===== src/rtl/wakeup_sched.sv =====
module wakeup_sched #(
  parameter int TICK_DIV  = 1000,
  parameter int OFF_TICKS = 1,
  parameter int MANT_W    = 8,
  parameter int EXP_W     = 5,
  parameter int DUTY_W    = 7,
  parameter int R_MAX     = 29
) (
  input  logic              clk,
  input  logic              rst_n,
  input  logic [MANT_W-1:0] mant,
  input  logic [EXP_W-1:0]  expo,
  input  logic              tmr_en,
  input  logic [DUTY_W-1:0] duty,
  input  logic              duty_en,
  input  logic              sig_good,
  input  logic              stat_rd,
  output logic              wake_flag,
  output logic              rx_on
);
  localparam int PRE_W = (TICK_DIV > 1) ? $clog2(TICK_DIV) : 1;
  localparam int CNT_W = MANT_W + R_MAX + 2;
  localparam logic [EXP_W-1:0] R_CAP = EXP_W'(R_MAX);

  logic [PRE_W-1:0] pre;
  logic [CNT_W-1:0] el, per_len, win_len;
  logic             running, en_q, hold;

  wire [EXP_W-1:0] r_eff  = (expo > R_CAP) ? R_CAP : expo;
  wire             arm    = tmr_en & ~en_q & (mant != '0);
  wire             tick   = (pre == PRE_W'(TICK_DIV - 1));
  wire             expire = running & tick & (el == per_len - 1'b1);

  assign rx_on = running & duty_en & ((el < win_len) | hold);

  always_ff @(posedge clk) begin
    if (!rst_n) begin
      pre       <= '0;
      el        <= '0;
      per_len   <= '0;
      win_len   <= '0;
      running   <= 1'b0;
      en_q      <= 1'b0;
      hold      <= 1'b0;
      wake_flag <= 1'b0;
    end else begin
      en_q <= tmr_en;
      hold <= rx_on & sig_good;
      if (arm) begin
        running <= 1'b1;
        pre     <= '0;
        el      <= '0;
        per_len <= (CNT_W'(mant) << r_eff) + CNT_W'(OFF_TICKS);
        win_len <= CNT_W'({duty, 1'b1}) << r_eff;
      end else if (!tmr_en || expire) begin
        running <= 1'b0;
      end else if (running) begin
        pre <= tick ? '0 : pre + 1'b1;
        if (tick) el <= el + 1'b1;
      end
      if (expire) wake_flag <= 1'b1;
      else if (stat_rd) wake_flag <= 1'b0;
    end
  end
endmodule



===== config.mk =====
export PLATFORM = sky130hd
export DESIGN_NAME = wakeup_sched
export DESIGN_NICKNAME = d
export VERILOG_FILES = /design/src/rtl/wakeup_sched.sv
export SDC_FILE = /design/constraint.sdc
export NUM_CORES = 1
export LEC_CHECK = 0
export BUFFER_PORTS_ARGS = -buffer_cell sky130_fd_sc_hd__buf_4
export CORE_ASPECT_RATIO = 0.8
export CORE_MARGIN = 2
export CORE_UTILIZATION = 40
export CTS_CLUSTER_SIZE = 24
export DETAILED_ROUTE_END_ITERATION = 16
export PLACE_DENSITY = 0.53
export RECOVER_POWER = 50
export SETUP_SLACK_MARGIN = 0.15
export SLEW_MARGIN = 20
export SYNTH_ARGS = -nofsm -noshare
export SYNTH_HDL_FRONTEND = slang
export SYNTH_SLANG_ARGS = --single-unit

===== constraint.sdc =====
create_clock -name clk -period 4.49 [get_ports clk]
set_input_delay 0.898 -clock clk [delete_from_list [all_inputs] [get_ports clk]]
set_output_delay 0.898 -clock clk [all_outputs]
set_load 0.01 [all_outputs]

# After elaboration in Yosys (flattened, before gate mapping)
# Cells that the tools add are included.
# totals
regBits	131
elab_cells	43
# op_classes
addsub	4
magnitude_cmp	2
n_eq_ne	2
shift	2
mux	6
bitwise	11
reduce_logical	8
# ops
cell	count
$add 39x1->39 const B	2
$shl 8x5->39	2
$eq 39x39->1	1
$lt 39x39->1	1
$sub 39x1->39 const B	1
$add 10x1->10 const B	1
$eq 10x10->1 const B	1
$mux 10	1
$reduce_bool 8->1	1
$and 1x1->1	7
$gt 5x5->1 const B	1
$mux 5	1
$mux 1	4
$reduce_bool 2->1	2
$not 1->1	3
$reduce_and 3->1	1
$reduce_and 2->1	1
$reduce_or 2->1	1
$logic_not 1->1	1
$logic_or 1x1->1	1
$or 1x1->1	1

# Longest topological paths before layout
# Gate-level depths: netlist (run 1).
# logic_depth
word_depth	6
ltp_mapped	15
depth_no_buf	12

# Worst setup path after synthesis (run 1)
# OpenSTA, ideal clock, no wires.
# synth_path
path_type	in2reg
from	input expo[3]
to	register per_len[8]
setup_time_ns	0.133
arrival_time_ns	3.564
required_time_ns	4.357
path_slack_ns	0.793
path_stages	14
path_buffers	2
cell_sequence	clkbuf_1 -> a41o_1 -> clkbuf_1 -> mux2i_1 -> a21oi_1 -> nand2_1 -> nor2_1 -> ha_1 -> and3_1 -> nand3_1 -> or2_2 -> nor4_1 -> xnor2_1 -> a21oi_1
# synth_between
elab_chain_cells	4
# synth_rtl
element	line	text
start, declared	12	input logic [EXP_W-1:0] expo,
$gt 5x5->1	29	wire [EXP_W-1:0] r_eff = (expo > R_CAP) ? R_CAP : expo;
$mux 5 *	29	
$shl 8x5->39 *	53	per_len <= (CNT_W'(mant) << r_eff) + CNT_W'(OFF_TICKS);
$add 39x1->39 *	53	
end signal, assigned	53	
end, declared	26	logic [CNT_W-1:0] el, per_len, win_len;
# Every way passes the cells marked *; elsewhere a longest branch is shown, timed or not.
# A chain may end at the register's enable or synchronous reset.

# Worst setup path after layout (run 1)
# layout_path
from	register el[20]
to	output rx_on
# layout_between
elab_chain_cells	3
# layout_rtl
element	line	text
start, declared	26	
start signal, assigned	59	if (tick) el <= el + 1'b1;
$lt 39x39->1	34	assign rx_on = running & duty_en & ((el < win_len) | hold);
$or 1x1->1	34	
$and 1x1->1	34	
end, declared	19	output logic rx_on
# Every way passes these cells.

==> results by group, run 1 <==
STA
  – Clock Skew: 0.01152 ns
  – Crit path time final: 4.178 ns
  – Fin crit share: 93.05%
  – Final hold violations: 0
  – Final setup vio count: 0
  – Relative slew slack: -17.56%
  – Hold_ws: 0.4456 ns
  – Slew Viols, Final: 39
  – Worst-margin pin slew: 1.763 ns
  – RSZ-0062 raised after global routing: false
  – Total Neg Setup Slack: 0 ns
  – Fmax: 239.3 MHz

Drt
  – Detailed Route WL: 31.08 mm
  – DR DRC count: 0
  – Via density: 6.046
  – Routed Antenna Nets: 0
  – Via count: 8,525
  – Routed length per placed instance: 22.04 um
  – DR pass1 iterations: 5
  – Iteration-0 DRC Markers: 1,036

Placement
  – Placed Instance Area: 0.009266 mm^2
  – DP Cell Count: 1,378
  – Port Buf Inserts: 27
  – HPWL Detailed: 23.37 mm
  – GPL Wtd Cong: 0.9544

Synth
  – Syn. warnings: 0
  – Async S/R FF share, synth: 0%
  – Top cell type's share of synthesized area: 30.20%
  – EDFF count, synth: 0
  – Mapped Cells: 1,099
  – Post-synth top cells: 131 x dfxtp_1, 97 x nand2_1, 76 x o21ai_0
  – Top-count cell post-synth: dfxtp_1
  – Top cells by area, synth: dfxtp_1 30%, ha_1 6.1%, o21ai_0 4.4%
  – Post-Syn Area per Cell: 7.902 um^2
  – Synth Flop Type: dfxtp_1
  – FF+latch count, synth: 131
  – Post-synth top area cell: dfxtp_1
  – Cell Area, Synth: 0.008685 mm^2
  – Sequential element share of the synthesized area: 30.20%
  – Netlist cell types: 71
  – Syn nets: 1,167

Floorplan
  – Rows: 48
  – Core area: 0.02144 mm^2
  – Die Ht: 135.8 um
  – Io pins: 28
  – Initial Util: 40.51%
  – Die W: 168.7 um
  – Die ar.: 0.02291 mm^2

Cells and area
  – Share of post-route cells with drive strength above 1: 7.841%
  – Number of diodes: 0
  – Finished Layout Cells: 1,410
  – Post-Layout Inst Area: 0.009797 mm^2
  – Area Growth Syn to Fin: 12.81%
  – Fin nets: 1,190

Worst setup path
  – Reg2reg path depth: 11
  – CP Launch Type: register
  – Crit path required time: 3.59 ns
  – Worst path bufs/invs: 1
  – Reg2Reg Capture Point: el[24]$_SDFFE_PP0P_
  – Crit path top cell by count: o21ai_0
  – CP Class: register to output pin
  – R2R Path Start: per_len[0]$_SDFFE_PN0P_
  – CP max-delay cell: or4_1
  – CP Capture Type: output pin
  – FF-to-FF setup slack: 0.50 ns
  – Critical path's largest stage delay: 0.48 ns
  – Max Fanout on Critical Path: 5
  – Critical Path, Cell by Cell: ha_1 > nand4_1 > or2_2 > or4_1 > a21oi_1 > o21ai_0 > o21ai_0 > a211o_1 > nand2_1 > buf_4
  – Crit path max-delay family: simple AND/OR/NAND/NOR gates
  – Worst Path Arrival: 3.28 ns

Hold path
  – Min-Delay Endpoint: win_len[38]$_SDFFE_PN0P_
  – Cells on Worst Hold Path: 2
  – Worst min path class: register to register
  – Min-delay src: win_len[38]$_SDFFE_PN0P_

Job
  – Max cap viols: 1

Clock tree
  – CTS tree: built
  – Sink Count: 131
  – # H-tree levels: 4
  – PostCTS Resize Cnt: 0
  – CTS Buf Count: 17
  – Clk_lat worst skew: 0.45 ns
  – CTS Buffer Depth: 2
  – Clk root buf: clkbuf_16
  – Worst-path clk slew: 0.06 ns
  – Setup bufs post-CTS: 0
  – Hold_buf cts: 0

Global route
  – Antenna violations before repair: 0
  – Tot GR Track Use: 27.32%
  – Number of global-route vias before repair: 7,531
  – First-pass GRT wire length: 46.55 mm
  – Global route overflow: 0
  – Largest net degree at the start of global routing: 52

Status
  – Violations in the final reports: max-capacitance violations, max-slew violations
  – Status: finished, violations left

Power and ir drop
  – Power per Cell Area: 325.2 mW/mm^2
  – Leakage: 3.852 nW
  – VDD IR max: 0.2290 mV
[cells in the final DEF, fill, tap and decap left out, types with 9 or more instances in the layout]
| cell | count |
|---|---|
| o211a_1 | 14 |
| clkbuf_1 | 18 |
| buf_4 | 47 |
| inv_1 | 53 |
| nor3_1 | 25 |
| nand2b_1 | 9 |
| nor2_1 | 72 |
| dfxtp_1 | 131 |
| o21ai_0 | 76 |
| or4_1 | 26 |
| nor2b_1 | 12 |
| or3_1 | 31 |
| ha_1 | 42 |
| xor2_1 | 26 |
| xnor2_1 | 40 |
| o211ai_1 | 13 |
| nand3_1 | 54 |
| nand2_1 | 97 |
| and3_1 | 14 |
| clkbuf_16 | 17 |
| mux2i_1 | 34 |
| o22ai_1 | 18 |
| nor4_1 | 16 |
| a21o_1 | 22 |
| nand4_1 | 37 |
| a21oi_1 | 58 |
[worst min-delay path, delay by kind of cell (launching register included)]
kind	cells	cell delay (ns)
buffers and inverters	1	0.06
AND/OR/NAND/NOR	1	0.04
flip-flops	1	0.30
[worst max path at each step]
| stage | start | endpoint | slack (ns) | cells after the start |
|---|---|---|---|---|
| 6_report | el[20]$_SDFFE_PP0P_ | rx_on | 0.31 | 10 |
| 5_1_grt | expo[4] | per_len[8]$_SDFFE_PN0P_ | 0.16 | 15 |
| 4_1_cts | el[20]$_SDFFE_PP0P_ | rx_on | 0.34 | 10 |
| 3_5_place_dp | per_len[0]$_SDFFE_PN0P_ | el[24]$_SDFFE_PP0P_ | 0.64 | 11 |
| 3_3_place_gp | per_len[30]$_SDFFE_PN0P_ | el[24]$_SDFFE_PP0P_ | 0.69 | 9 |
| 2_1_floorplan | expo[3] | per_len[8]$_SDFFE_PN0P_ | 0.79 | 14 |
[per-stage QoR]
step                worst slack (ns)  utilization [%]  power (mW)
floorplan                     0.7927                -       1.602
global route                  0.1555            45.69       3.298
detailed placement            0.6355            43.22       1.785
global placement              0.6866            43.22       1.790
finish                        0.3119            45.69       3.186
CTS                           0.3398            45.92       3.191
[area by class of cell]
| type | instances | area (um^2) |
|---|---|---|
| Fill cell | 2161 | 11640 |
| Multi-Input combinational cell | 859 | 5635 |
| Sequential cell | 131 | 2623 |
| Clock buffer | 23 | 447.9 |
| Timing Repair Buffer | 60 | 417.9 |
| Tap cell | 275 | 344.1 |
| Inverter | 53 | 198.9 |
| Clock inverter | 9 | 130.1 |
[flip-flops by register name (all words and copies together), names as in the netlist]
| register | count |
|---|---|
| el | 39 |
| per_len | 39 |
| win_len | 39 |
| pre | 10 |
| en_q | 1 |
| hold | 1 |
| running | 1 |
| wake_flag | 1 |
[where the power goes]
part           internal [mW]  leakage (nW)  switching (mW)
sequential              1.19          1.06          0.0336
combinational          0.203          2.51           0.347
clock                  0.871         0.280           0.543
total                   2.26          3.85           0.923
[per-layer routing]
| metal | GRT usage, % | vias up | share of wire, % |
|---|---|---|---|
| met5 | 0 | - | 0 |
| met4 | 10.11 | 0 | 2.9 |
| met2 | 36.68 | 279 | 39 |
| met1 | 41.30 | 4075 | 50 |
| met3 | 6.690 | 53 | 7.6 |
| li1 | - | 4118 | - |
[kinds of logic after synthesis]
logic type	synth area share (%)
DFF	30.20
buffers and inverters	4.913
muxes	3.919
and+or+nand+nor	27.56
xor gates and xnor gates	6.656
adders and majority gates	6.051
AOI/OAI and AO/OA	20.70
Note: power is estimated with default switching activity, not from simulation.
==> inputs of run 2 (changes only) <==
--- a/config.mk
+++ b/config.mk
@@ -5,13 +5,13 @@
 export SDC_FILE = /design/constraint.sdc
 export NUM_CORES = 1
 export LEC_CHECK = 0
-export BUFFER_PORTS_ARGS = -buffer_cell sky130_fd_sc_hd__buf_4
 export CORE_ASPECT_RATIO = 0.8
 export CORE_MARGIN = 2
 export CORE_UTILIZATION = 40
 export CTS_CLUSTER_SIZE = 24
 export DETAILED_ROUTE_END_ITERATION = 16
-export PLACE_DENSITY = 0.53
+export DONT_BUFFER_PORTS = 1
+export PLACE_DENSITY = 0.6
 export RECOVER_POWER = 50
 export SETUP_SLACK_MARGIN = 0.15
 export SLEW_MARGIN = 20
==> constraint.sdc (replaced) <==
create_clock -name clk -period 4.49 [get_ports clk]
set_input_delay 0.449 -clock clk [delete_from_list [all_inputs] [get_ports clk]]
set_output_delay 0.449 -clock clk [all_outputs]
set_load 0.01 [all_outputs]
==> run 2 against run 1 <==
  * The run still ends with max-capacitance violations, max-slew violations left
  * Register-to-register slack better by 0.04 ns
  * Critical path depth shrank 1
  * Count of clock-buffer cells in the layout is 2 higher
  * Combinational power shrank 10%
  * Sequential share of layout area grew 0.64 points
  * Core utilization shrank 1.1 points
  * Flip-flop and latch count unchanged
  * Cell count down 3.2%
  * Die area stayed put
  * Setup slack gained 0.23 ns
  * Clock power is 9.9% higher
  * Wire length shrank 6.3%
  * Largest cell class unchanged
==> results by group, run 2 (synthesis gave the netlist of run 1 again) <==
Worst setup path
  – Crit path max-delay family: simple AND/OR/NAND/NOR gates (unchanged)
  – Crit path top cell by count: or3_4 (was o21ai_0)
  – CP Class: register to register (was register to output pin)
  – FF-to-FF setup slack: 0.54 ns (was 0.50 ns)
  – Worst path bufs/invs: 0 (was 1)
  – Crit path required time: 4.69 ns (was 3.59 ns)
  – WP depth: 9 (was 10)
  – Reg2reg path depth: 9 (was 11)
  – R2R Path Start: per_len[30]$_SDFFE_PN0P_ (was per_len[0]$_SDFFE_PN0P_)
  – Critical path's largest stage delay: 0.59 ns (was 0.48 ns)
  – CP max-delay cell: or4_4 (was or4_1)
  – Reg2Reg Capture Point: el[0]$_SDFFE_PP0P_ (was el[24]$_SDFFE_PP0P_)
  – Critical Path, Cell by Cell: or4_4 > or3_4 > or4_1 > a2111o_1 > a22o_1 > or3_4 > o41a_1 > xnor2_1 > nor2_1 (was ha_1 > nand4_1 > or2_2 > or4_1 > a21oi_1 > o21ai_0 > o21ai_0 > a211o_1 > nand2_1 > buf_4)
  – CP Capture Type: register (was output pin)
  – CP Launch Type: register (unchanged)
  – Max Fanout on Critical Path: 13 (was 5)
  – Worst Path Arrival: 4.16 ns (was 3.28 ns)
  – Critical Path End: el[0]$_SDFFE_PP0P_ (was rx_on)
  – Worst Setup SP: per_len[30]$_SDFFE_PN0P_ (was el[20]$_SDFFE_PP0P_)

STA
  – Worst-margin pin slew: 3.064 ns (was 1.763 ns)
  – Final setup vio count: 0 (unchanged)
  – Crit path time final: 3.952 ns (was 4.178 ns)
  – Fmax: 253.0 MHz (was 239.3 MHz)
  – Total Neg Setup Slack: 0 ns (unchanged)
  – Clock Skew: 0.01012 ns (was 0.01152 ns)
  – Fin crit share: 88.02% (was 93.05%)
  – Relative slew slack: -104.3% (was -17.56%)
  – RSZ-0062 raised after global routing: false (unchanged)
  – Final hold violations: 0 (unchanged)
  – Slew Viols, Final: 129 (was 39)

Clock tree
  – CTS tree: built (unchanged)
  – Clk root buf: clkbuf_16 (unchanged)
  – CTS Buf Count: 17 (unchanged)
  – Setup bufs post-CTS: 0 (unchanged)
  – CTS Buffer Depth: 2 (unchanged)
  – Sink Count: 131 (unchanged)
  – Hold_buf cts: 0 (unchanged)
  – # H-tree levels: 4 (unchanged)
  – Worst-path clk slew: 0.06 ns (about the same)
  – PostCTS Resize Cnt: 0 (unchanged)
  – Clk_lat worst skew: 0.43 ns (was 0.45 ns)

Status
  – Status: finished, violations left (unchanged)
  – Violations in the final reports: max-capacitance violations, max-slew violations (unchanged)

Hold path
  – Worst min path class: primary input to register (was register to register)

Cells and area
  – Top Registers: el (39), per_len (39), win_len (39) (unchanged)
  – Fin nets: 1,145 (was 1,190)
  – Number of diodes: 0 (unchanged)
  – Commonest non-fill, non-tap cell in the layout: dfxtp_1 (unchanged)
  – Finished Layout Cells: 1,365 (was 1,410)
  – Share of post-route cells with drive strength above 1: 5.138% (was 7.841%)
  – Number of fill cells: 2,109 (was 2,161)
  – Area Growth Syn to Fin: 10.19% (was 12.81%)
  – Commonest cells after routing, fill and taps aside: 131 x dfxtp_1, 97 x nand2_1, 76 x o21ai_0 (unchanged)

Power and ir drop
  – VDD IR max: 0.2215 mV (was 0.2290 mV)
  – Power per Cell Area: 341.6 mW/mm^2 (was 325.2 mW/mm^2)
  – Leakage: 3.704 nW (was 3.852 nW)

Placement
  – Port Buf Inserts: 0 (was 27)
  – HPWL Detailed: 21.59 mm (was 23.37 mm)
  – GPL Wtd Cong: 0.9141 (was 0.9544)
  – DP Cell Count: 1,333 (was 1,378)

Global route
  – Busiest grt layer: met1 (unchanged)
  – Met3 Usage GRT: 6.807% (was 6.690%)
  – Antenna violations before repair: 1 (was 0)
  – Largest net degree at the start of global routing: 67 (was 52)
  – Grt met1 use: 37.54% (was 41.30%)
  – Tot GR Track Use: 25.81% (was 27.32%)
  – Global route overflow: 0 (unchanged)
  – First-pass GRT wire length: 44.46 mm (was 46.55 mm)
  – Number of global-route vias before repair: 7,500 (was 7,531)
  – Met2 Track Usage GR: 36.00% (was 36.68%)

Floorplan
  – Die W: 168.7 um (unchanged)
  – Die ar.: 0.02291 mm^2 (unchanged)
  – Die Ht: 135.8 um (unchanged)
  – Core area: 0.02144 mm^2 (unchanged)
  – Io pins: 28 (unchanged)
  – Rows: 48 (unchanged)
  – Initial Util: 40.51% (unchanged)

Job
  – Max cap viols: 3 (was 1)

Drt
  – Via count: 8,434 (was 8,525)
  – Detailed Route WL: 29.13 mm (was 31.08 mm)
  – Routed Antenna Nets: 0 (unchanged)
  – Via density: 6.179 (was 6.046)
  – DR pass1 iterations: 5 (unchanged)
  – DR DRC count: 0 (unchanged)
  – Iteration-0 DRC Markers: 986 (was 1,036)
  – Routed length per placed instance: 21.34 um (was 22.04 um)
## run 2: layout make-up
type | instances | area, um^2 | share of cell area (%)
sequential | 131 | 2623 | 27.41
multi-input combinational | 859 | 5635 | 58.89
clock buffer | 25 | 515.5 | 5.387
inverter | 53 | 198.9 | 2.079
tap | 275 | 344.1 | 3.596
timing repair buffer | 15 | 110.1 | 1.151
clock inverter | 7 | 142.6 | 1.491
## run 2: worst register-to-register path, cell delays in order (launching register included)
cell      delay [ns]
dfxtp_1         0.36
or4_4           0.59
or3_4           0.38
or4_1           0.48
a2111o_1        0.45
a22o_1          0.23
or3_4           0.41
o41a_1          0.54
xnor2_1         0.24
nor2_1          0.05
## run 2: per-stage QoR
step	setup slack [ns]	hold slack (ns)	cell area (um^2)	utilization, %	total power, mW
after floorplan	0.9213	0.4197	8685	-	1.602
after global placement	0.7034	0.4338	8929	41.64	1.727
after detailed placement	0.6367	0.4388	8929	41.64	1.726
after CTS	0.6221	0.1265	9587	44.71	3.271
after global routing	0.3880	0.1285	9569	44.63	3.378
final	0.5381	0.1364	9569	44.63	3.269
## run 2: power by group
part           internal [mW]  switching, mW  leakage [nW]
Sequential              1.19         0.0335          1.06
Combinational          0.183          0.310          2.32
Clock                   1.02          0.534         0.324
## run 2: worst min path at each step
stage	startpoint	end	slack, ns	cells past startpoint
after floorplan	win_len[37]$_SDFFE_PN0P_	win_len[37]$_SDFFE_PN0P_	0.42	2
after global placement	win_len[37]$_SDFFE_PN0P_	win_len[37]$_SDFFE_PN0P_	0.43	2
after detailed placement	win_len[38]$_SDFFE_PN0P_	win_len[38]$_SDFFE_PN0P_	0.44	2
after CTS	tmr_en	en_q$_SDFF_PN0_	0.13	1
after global routing	rst_n	win_len[15]$_SDFFE_PN0P_	0.13	1
final	tmr_en	en_q$_SDFF_PN0_	0.14	1
## run 2: layer usage
layer / up-vias / wire, um
met4: 2 / 763
met1: 3991 / 13920
met2: 364 / 11790
met5: - / 12
li1: 4027 / -
met3: 50 / 2637
==> inputs of run 3 (changes only) <==
--- a/config.mk
+++ b/config.mk
@@ -11,6 +11,7 @@
 export CTS_CLUSTER_SIZE = 24
 export DETAILED_ROUTE_END_ITERATION = 16
 export DONT_BUFFER_PORTS = 1
+export GPL_TIMING_DRIVEN = 0
 export PLACE_DENSITY = 0.6
 export RECOVER_POWER = 50
 export SETUP_SLACK_MARGIN = 0.15
==> run 3 against run 2 <==
  * The flow now finishes without violations
  * Die area unchanged
  * Global-route usage is 1.4 points higher
  * Core utilization increased by 0.60 points
  * Total power is 2.1% lower
  * Sequential share of layout area decreased by 0.36 points
  * First-iteration DRC count increased by 17%
  * Sequential power barely moved
  * Setup slack worse by 0.18 ns
==> results by group, run 3 (synthesis gave the netlist of run 1 again) <==
Power and ir drop
  – Power per Cell Area: 329.9 mW/mm^2 (was 341.6 mW/mm^2)
  – VDD IR max: 0.1800 mV (was 0.2215 mV)
  – Leakage: 3.732 nW (was 3.704 nW)
  – Total power: 3.200 mW (was 3.269 mW)

Floorplan
  – Die ar.: 0.02291 mm^2 (unchanged)
  – Die W: 168.7 um (unchanged)
  – Die Ht: 135.8 um (unchanged)
  – Rows: 48 (unchanged)
  – Initial Util: 40.51% (unchanged)
  – Io pins: 28 (unchanged)
  – Core area: 0.02144 mm^2 (unchanged)

Placement
  – Placed Instance Area: 0.009035 mm^2 (was 0.008929 mm^2)
  – Port Buf Inserts: 0 (unchanged)
  – GPL Wtd Cong: 0.9330 (was 0.9141)
  – HPWL Detailed: 23.91 mm (was 21.59 mm)
  – DP Cell Count: 1,374 (was 1,333)
  – Pre-CTS worst setup slack: -0.002976 ns (was 0.6367 ns)

STA
  – Final hold violations: 0 (unchanged)
  – RSZ-0062 raised after global routing: false (unchanged)
  – Hold_ws: 0.1379 ns (was 0.1364 ns)
  – Slew Viols, Final: 0 (was 129)
  – Clock Skew: 0.007469 ns (was 0.01012 ns)
  – Fmax: 242.0 MHz (was 253.0 MHz)
  – Worst setup margin: 0.3573 ns (was 0.5381 ns)
  – Worst-margin pin slew: 0.9881 ns (was 3.064 ns)
  – Final setup vio count: 0 (unchanged)
  – Relative slew slack: 33.62% (was -104.3%)
  – Crit path time final: 4.133 ns (was 3.952 ns)
  – Fin crit share: 92.04% (was 88.02%)

Cells and area
  – Post-Layout Inst Area: 0.009698 mm^2 (was 0.009569 mm^2)
  – Number of fill cells: 2,148 (was 2,109)
  – Top Registers: el (39), per_len (39), win_len (39) (unchanged)
  – Area Growth Syn to Fin: 11.67% (was 10.19%)
  – Fin nets: 1,192 (was 1,145)
  – Finished Layout Cells: 1,413 (was 1,365)
  – Commonest non-fill, non-tap cell in the layout: dfxtp_1 (unchanged)
  – Commonest cells after routing, fill and taps aside: 131 x dfxtp_1, 97 x nand2_1, 76 x o21ai_0 (unchanged)
  – Share of post-route cells with drive strength above 1: 5.541% (was 5.138%)

Worst setup path
  – CP Launch Type: register (unchanged)
  – CP Class: register to register (unchanged)
  – Worst Path Arrival: 4.50 ns (was 4.16 ns)
  – FF-to-FF setup slack: 0.36 ns (was 0.54 ns)
  – R2R Path Start: per_len[30]$_SDFFE_PN0P_ (unchanged)
  – Crit path required time: 4.86 ns (was 4.69 ns)
  – CP Capture Type: register (unchanged)
  – Reg2reg path depth: 12 (was 9)
  – Reg2Reg Capture Point: pre[4]$_SDFFE_PP0P_ (was el[0]$_SDFFE_PP0P_)
  – Max Fanout on Critical Path: 10 (was 13)

Clock tree
  – Worst-path clk slew: 0.07 ns (was 0.06 ns)
  – CTS tree: built (unchanged)
  – CTS Buf Count: 17 (unchanged)
  – Clk_lat worst skew: 0.43 ns (about the same)
  – # H-tree levels: 4 (unchanged)
  – Sink Count: 131 (unchanged)
  – Clk root buf: clkbuf_16 (unchanged)
  – CTS Buffer Depth: 2 (unchanged)

Drt
  – Via density: 6.173 (was 6.179)
  – DR pass1 iterations: 6 (was 5)
  – DR DRC count: 0 (unchanged)
  – Detailed Route WL: 30.96 mm (was 29.13 mm)
  – Routed Antenna Nets: 0 (unchanged)
  – Iteration-0 DRC Markers: 1,155 (was 986)
  – Routed length per placed instance: 21.91 um (was 21.34 um)
  – Via count: 8,723 (was 8,434)

Global route
  – Global route overflow: 0 (unchanged)
  – Number of global-route vias before repair: 7,765 (was 7,500)
  – Antenna violations before repair: 0 (was 1)
  – First-pass GRT wire length: 46.62 mm (was 44.46 mm)
  – Tot GR Track Use: 27.18% (was 25.81%)
  – Largest net degree at the start of global routing: 17 (was 67)

Hold path
  – Min-Delay Endpoint: en_q$_SDFF_PN0_ (unchanged)
  – Cells on Worst Hold Path: 1 (unchanged)
  – Worst min path class: primary input to register (unchanged)
  – Min-delay src: tmr_en (unchanged)

Job
  – Max cap viols: 0 (was 3)

Status
  – Status: completed (was finished, violations left)
-- run 3: cell count changes in the layout (fill, tap and decap cells not counted), sizes merged --
cell | previous run | this run
clkinvlp | 0 | 1
diode | 0 | 1
buf | 11 | 13
inv | 53 | 63
clkbuf | 29 | 66
bufinv | 4 | 1
-- run 3: how the worst max path moves through the flow --
stage | start | to | slack [ns] | depth (start not counted)
floorplan | per_len[30]$_SDFFE_PN0P_ | el[12]$_SDFFE_PP0P_ | 0.92 | 10
detailed placement | per_len[2]$_SDFFE_PN0P_ | el[29]$_SDFFE_PP0P_ | -0.003 | 11
finish | per_len[30]$_SDFFE_PN0P_ | pre[4]$_SDFFE_PP0P_ | 0.36 | 12
global placement | per_len[17]$_SDFFE_PN0P_ | el[29]$_SDFFE_PP0P_ | -0.08 | 10
CTS | per_len[0]$_SDFFE_PN0P_ | el[8]$_SDFFE_PP0P_ | 0.17 | 14
global route | per_len[22]$_SDFFE_PN0P_ | pre[5]$_SDFFE_PP0P_ | 0.14 | 12
-- run 3: worst max-delay path: stages, from the launching register on --
cell,delay (ns)
dfxtp_1,0.38
or4_4,0.60
or3_4,0.39
or4_1,0.47
a2111o_1,0.44
a22o_1,0.25
or3_4,0.41
o41ai_4,0.32
buf_4,0.22
buf_6,0.15
buf_6,0.17
nand2_2,0.12
nor2_1,0.15
-- run 3: cell type report --
class / instances / area [um^2] / share of cell area [%]
diodes: 1 / 2.502 / 0.02580
plain buffers: 56 / 232.7 / 2.400
clock buffers: 17 / 425.4 / 4.387
clock inverters: 15 / 178.9 / 1.845
inverters: 53 / 198.9 / 2.051
multi-input cells: 859 / 5648 / 58.24
flip-flops and latches: 131 / 2623 / 27.04
well taps: 275 / 344.1 / 3.548
repair buffers: 6 / 45.04 / 0.4645
-- run 3: through the flow --
step                utilization, %   TNS [ns]
floorplan                        -          0
global placement             42.11    -0.9226
detailed placement           42.14  -0.004043
CTS                          45.16          0
global route                 45.22          0
finish                       45.23          0
-- run 3: timing repair --
action	in CTS	in global routing
endpoints found under the setup margin	30	30
resized for setup	1	8
pin swaps	2	1
setup buffers	5	1
hold buffers	0	0
-- run 3: report_power, final --
| group | total (mW) | internal, mW | switching [mW] |
|---|---|---|---|
| registers | 1.22 | 1.19 | 0.0307 |
| logic | 0.536 | 0.190 | 0.346 |
| clock network | 1.45 | 0.799 | 0.647 |
-- run 3: metal layers --
| layer | share of wire, % | GRT usage [%] | up-vias |
|---|---|---|---|
| li1 | - | - | 4126 |
| met1 | 47 | 40.38 | 4110 |
| met4 | 2.6 | 8.381 | 0 |
| met5 | 0 | 0 | - |
| met3 | 11 | 7.566 | 59 |
| met2 | 40 | 37.48 | 428 |
